[src/rtl/rfe_pkg.sv]
package rfe_pkg;
    typedef enum logic [2:0] {
        ST_IDLE,
        ST_ROW,
        ST_HOLD,
        ST_SELF,
        ST_RECOVER,
        ST_ACCESS
    } rfe_state_e;
endpackage

[src/rtl/rfe_cycle_ctr.sv]
module rfe_cycle_ctr #(
    parameter int W = 8
) (
    input  logic         clk,
    input  logic         rst_n,
    input  logic         clr,
    input  logic         en,
    output logic [W-1:0] q
);
    // saturating up-counter, synchronous clear has priority
    always_ff @(posedge clk or negedge rst_n) begin
        if (!rst_n)
            q <= '0;
        else if (clr)
            q <= '0;
        else if (en && (q != {W{1'b1}}))
            q <= q + 1'b1;
    end
endmodule

[src/rtl/rfe_row_ctr.sv]
module rfe_row_ctr #(
    parameter int ROWS  = 512,
    parameter int ROW_W = $clog2(ROWS)
) (
    input  logic             clk,
    input  logic             rst_n,
    input  logic             step,
    output logic [ROW_W-1:0] row
);
    localparam logic [ROW_W-1:0] LAST = ROW_W'(ROWS - 1);

    always_ff @(posedge clk or negedge rst_n) begin
        if (!rst_n)
            row <= '0;
        else if (step)
            row <= (row == LAST) ? '0 : row + 1'b1;
    end
endmodule

[src/rtl/psram_refresh_engine.sv]
module psram_refresh_engine
    import rfe_pkg::*;
#(
    parameter int ROWS              = 512,
    parameter int REFRESH_CYC       = 32,
    parameter int RECOVERY_CYC      = 6,
    parameter int SELF_ENTRY_CYC    = 1600,
    parameter int SELF_INTERVAL_CYC = 2500,
    parameter int ROW_W             = $clog2(ROWS)
) (
    input  logic             clk,
    input  logic             rst_n,
    input  logic             chip_en0_n,
    input  logic             chip_en1_n,
    input  logic             oe_ref_n,
    input  logic [ROW_W-1:0] ext_row,
    output logic [ROW_W-1:0] row_addr,
    output logic             row_act,
    output logic             rfsh_sel,
    output logic             busy
);
    localparam int PH_MAX  = (SELF_INTERVAL_CYC > REFRESH_CYC + RECOVERY_CYC)
                             ? SELF_INTERVAL_CYC : REFRESH_CYC + RECOVERY_CYC;
    localparam int PH_W    = $clog2(PH_MAX + 1);
    localparam int LOW_W   = $clog2(SELF_ENTRY_CYC + 1);
    localparam logic [PH_W-1:0]  ROW_END  = PH_W'(REFRESH_CYC - 1);
    localparam logic [PH_W-1:0]  REC_END  = PH_W'(RECOVERY_CYC - 1);
    localparam logic [PH_W-1:0]  WAIT_END = PH_W'(SELF_INTERVAL_CYC - REFRESH_CYC - 1);
    localparam logic [LOW_W-1:0] LOW_LIM  = LOW_W'(SELF_ENTRY_CYC - 1);

    rfe_state_e       state, nxt;
    logic [PH_W-1:0]  ph;
    logic [LOW_W-1:0] low_cnt;
    logic [ROW_W-1:0] rcnt;
    logic             desel, req_lo, low_ok, step;

    assign desel  = chip_en0_n && chip_en1_n;
    assign req_lo = !oe_ref_n;
    assign low_ok = low_cnt >= LOW_LIM;
    assign step   = (state == ST_ROW) && (nxt != ST_ROW);

    // phase timer: restarts on every state change
    rfe_cycle_ctr #(.W(PH_W)) u_phase (
        .clk   (clk),
        .rst_n (rst_n),
        .clr   (state != nxt),
        .en    (1'b1),
        .q     (ph)
    );

    // low-time counter: length of the current low on the shared pin
    rfe_cycle_ctr #(.W(LOW_W)) u_lowtime (
        .clk   (clk),
        .rst_n (rst_n),
        .clr   (!req_lo),
        .en    (1'b1),
        .q     (low_cnt)
    );

    rfe_row_ctr #(.ROWS(ROWS), .ROW_W(ROW_W)) u_rows (
        .clk   (clk),
        .rst_n (rst_n),
        .step  (step),
        .row   (rcnt)
    );

    // next-state logic
    always_comb begin
        nxt = state;
        unique case (state)
            ST_IDLE: begin
                if (!desel)
                    nxt = ST_ACCESS;
                else if (req_lo)
                    nxt = ST_ROW;
            end
            ST_ROW: begin
                if (ph == ROW_END) begin
                    if (!req_lo)
                        nxt = ST_RECOVER;
                    else if (low_ok)
                        nxt = ST_SELF;
                    else
                        nxt = ST_HOLD;
                end
            end
            ST_HOLD: begin
                if (!req_lo)
                    nxt = ST_RECOVER;
                else if (low_ok)
                    nxt = ST_SELF;
            end
            ST_SELF: begin
                if (!req_lo)
                    nxt = ST_RECOVER;
                else if (ph == WAIT_END)
                    nxt = ST_ROW;
            end
            ST_RECOVER: begin
                if (ph == REC_END)
                    nxt = ST_IDLE;
            end
            ST_ACCESS: begin
                if (desel)
                    nxt = ST_IDLE;
            end
            default: nxt = ST_IDLE;
        endcase
    end

    // state register
    always_ff @(posedge clk or negedge rst_n) begin
        if (!rst_n)
            state <= ST_IDLE;
        else
            state <= nxt;
    end

    // registered outputs, aligned with the state register
    always_ff @(posedge clk or negedge rst_n) begin
        if (!rst_n) begin
            row_addr <= '0;
            row_act  <= 1'b0;
            rfsh_sel <= 1'b0;
            busy     <= 1'b0;
        end else begin
            row_act  <= (nxt != state) && (nxt == ST_ROW || nxt == ST_ACCESS);
            rfsh_sel <= (nxt == ST_ROW);
            busy     <= (nxt == ST_ROW) || (nxt == ST_HOLD) ||
                        (nxt == ST_SELF) || (nxt == ST_RECOVER);
            if (nxt == ST_ROW && state != ST_ROW)
                row_addr <= rcnt;
            else if (nxt == ST_ACCESS && state != ST_ACCESS)
                row_addr <= ext_row;
        end
    end
endmodule

[config.mk]
export PLATFORM = sky130hd
export DESIGN_NAME = psram_refresh_engine
export DESIGN_NICKNAME = d
export VERILOG_FILES = /design/src/rtl/rfe_pkg.sv /design/src/rtl/rfe_cycle_ctr.sv /design/src/rtl/rfe_row_ctr.sv /design/src/rtl/psram_refresh_engine.sv
export SDC_FILE = /design/constraint.sdc
export NUM_CORES = 1
export LEC_CHECK = 0
export BUFFER_PORTS_ARGS = -buffer_cell sky130_fd_sc_hd__buf_2
export CAP_MARGIN = 20
export CORE_AREA = 2 2 70 72
export CTS_CLUSTER_DIAMETER = 40
export DETAILED_ROUTE_END_ITERATION = 12
export DIE_AREA = 0 0 72 74
export PLACE_DENSITY = 0.84
export SLEW_MARGIN = 20
export SYNTH_ARGS = -nofsm -noshare
export SYNTH_HDL_FRONTEND = slang
export SYNTH_SLANG_ARGS = --single-unit
export TNS_END_PERCENT = 5
[constraint.sdc]
create_clock -name clk -period 3.8 [get_ports clk]
set_clock_uncertainty 0.2 [all_clocks]
set_input_delay 0.19 -clock clk [delete_from_list [all_inputs] [get_ports clk]]
set_output_delay 0.19 -clock clk [all_outputs]
set_load 0.02 [all_outputs]
==> impl_results.md <==
- Status: finished, final reports clean
- Synth Register Bits: 47
- First DRT Iteration DRCs: 296
- Hold Path Class: input pin to register
- First-pass GRT wire length: 9340 um
- Routability cong.: 0.829
- Sequential area share after synthesis: 0.446
- Crit start category: register
- CTS tree: yes
- Max Cap Viol: 0
- Ys Warns: 0
- Post-cts sizing count: 0
- Lkg Pwr: ~1.2 nW
- Initial antenna violation count: 0
- Detailed-route DRC error count: 0
- Clk slew on worst S/H paths: 90 ps
- Antenna viol nets, final: 0
- Clk_lat worst skew: 310 ps
- Total power: 1.83 mW
- Max Slew Vio Count: 0
- TritonRoute pass-1 iters: 4
- Required @ worst endpoint: 3850 ps
- Die Span Y: between 70 and 80 um
- CP endpoint kind: register
- Period minus WS final: 3370 ps
- Post-synth EDFFs: 0
- Die W: 72 um
- DR vias/cell: 6.21
- Grt ovf: 0
- Setup CP Type: register to register
- Final setup vio count: 0
- GR Util All Layers: 0.225
- Worst-Margin Slew: 707 ps
- Starting density of the core: 0.573
- Syn_nets: 289
- IO buf count: 25
- RSZ-0062 raised after global routing: false
- ANT cells: 0
- Crit path max fanout: 20
- Die area: 5330 um^2
- Synth Area per Inst: 9.76 um^2
- Fmax: 0.297 GHz
- Placement Cell Area: 2760 um^2
- Final core occ: 0.647
- Pwr/cell area: 613 nW/um^2
- Site Rows: 25
- I/O pin count: 26
- Cell area after synthesis: 2640 um^2
- VDD IR-drop max: 0.000357 V
- Number of fill cells: 347
- Relative slew slack: 0.529
- Worst endpoint data arrival time: approximately 3400 ps
- Num Clock Sinks: 47
- CTS Buf Count: 5
- Syn-to-layout area delta: 13.0%
- Vias in the first global route: 2010
- Final hold vios: 0
- Post-route cell area: about 3000 um^2
- Async SR Flop Fraction: 1.00
- Post-DP HPWL: 3730 um
- H-tree depth: 2
- Hold_ws: 47.0 ps
- Via count of the routed design: 2186
- Ys flop type: dfrtp_1
- Hold_buf cts: 10
- Routed Wire Length: ~5700 um
- Unique cell type count in the Yosys netlist: 56
- CTS Buffer Depth: 2
- Core Region: 4600 um^2
- Clock root buffer: clkbuf_8
- Setup_tns: 0 ps
- Total setup buffers inserted after CTS: 0
- Layout Nets: 316
- Mapped Cells: 270
- Post-DR wirelength/cell: 16.1 um
- Final Cycle Share: 0.886
- Largest net degree at the start of global routing: 48
- Layout cells sized above 1: 0.161
-- state kept, by name, summed over array words and instances, names as in the netlist --
name,cells
u_phase.q,12
rfsh_sel,1
state,3
u_lowtime.q,11
u_rows.row,9
row_act,1
row_addr,9
busy,1
-- synthesized netlist by cell type (all sizes together), types with 2 or more instances --
cell / count / area [um^2]
dfrtp: 47 / 1180
nor2: 28 / 105
nand4: 17 / 113
a21oi: 16 / 83.8
a31oi: 13 / 81.3
nand2: 13 / 48.8
xnor2: 11 / 96.3
o31ai: 10 / 75.1
clkbuf: 9 / 33.8
nand3: 8 / 40.0
buf: 7 / 40.0
nor2b: 7 / 43.8
a22o: 6 / 52.6
and3: 6 / 37.5
o221ai: 6 / 52.6
xor2: 6 / 52.6
and2: 5 / 33.8
ha: 5 / 62.6
inv: 4 / 15.0
nor3: 4 / 20.0
nor4: 4 / 25.0
o21ai: 4 / 20.0
mux2: 3 / 33.8
nor3b: 3 / 27.5
or4: 3 / 26.3
a211oi: 2 / 27.5
a21boi: 2 / 18.8
and4b: 2 / 20.0
nand4b: 2 / 17.5
o21bai: 2 / 26.3
-- report_power, final --
part	switching [mW]	internal (mW)
clock network	0.183	0.196
registers	0.116	0.613
logic	0.464	0.254
total	0.763	1.06
-- final timing paths --
kind	startpoint	to	slack, ps	cells past startpoint
worst max-delay path	u_phase.q[7]	u_rows.row[0]	430	7
worst min-delay path	oe_ref_n	u_lowtime.q[7]	50	2
worst max register to register	u_phase.q[7]	u_rows.row[0]	430	7
worst min register to register	row_addr[6]	row_addr[6]	350	2
max in group asynchronous	rst_n	u_rows.row[5]	2780	2
min in group asynchronous	rst_n	u_phase.q[1]	210	2
-- layout by cell type, fill, tap and decap left out, drive strengths merged, types with 2 or more instances in the layout --
| cell | instances |
|---|---|
| dfrtp | 47 |
| nor2 | 28 |
| buf | 26 |
| nand4 | 17 |
| a21oi | 16 |
| nand2 | 13 |
| a31oi | 13 |
| xnor2 | 11 |
| o31ai | 10 |
| dlygate4sd3 | 10 |
| nand3 | 8 |
| nor2b | 7 |
| and3 | 6 |
| o221ai | 6 |
| a22o | 6 |
| xor2 | 6 |
| ha | 5 |
| clkbuf | 5 |
| and2 | 5 |
| inv | 4 |
| nor4 | 4 |
| nor3 | 4 |
| o21ai | 4 |
| or4 | 3 |
| mux2 | 3 |
| nor3b | 3 |
| clkinv | 3 |
| nand4b | 2 |
| and4b | 2 |
| a21boi | 2 |
| o21bai | 2 |
| a211oi | 2 |
-- critical path, stage by stage, from the launching register on --
cell	delay, ps
dfrtp_1	440
or4_4	540
nor4_1	310
o22a_1	200
and2_1	600
inv_1	360
a211oi_4	450
mux2_1	200
-- layout make-up --
cell class              instances  area, um^2  share of cell area
clock buffers                   5        68.8              0.0231
clock inverters                 3        43.8              0.0147
inverters                       5        18.8             0.00631
multi-input cells             202        1370               0.459
flip-flops and latches         47        1180               0.395
well taps                      54        67.6              0.0227
repair buffers                 36         235              0.0790
-- cells by family after synthesis --
kind of cell	Yosys count	synth area share
and+or+nand+nor	107	0.226
AOI/OAI and AO/OA	69	0.196
DFF	47	0.446
buffers and inverters	21	0.0351
xor gates and xnor gates	17	0.0565
adders and majority gates	5	0.0237
muxes	4	0.0166
-- per-stage QoR --
stage / std cells / worst slack [ps]
5_1_grt: 352 / 181
2_1_floorplan: 270 / 1070
3_3_place_gp: 334 / 552
3_5_place_dp: 334 / 476
6_report: 352 / 432
4_1_cts: 352 / 437
-- routing by layer --
layer  track usage  vias up  part of all wire
met5             0        -                 0
met4        0.0818        0             0.023
met3        0.0474       13             0.043
met2         0.363       61              0.48
met1         0.303     1046              0.45
li1              -     1066                 -
No activity file was read; power rests on OpenSTA's default activity.
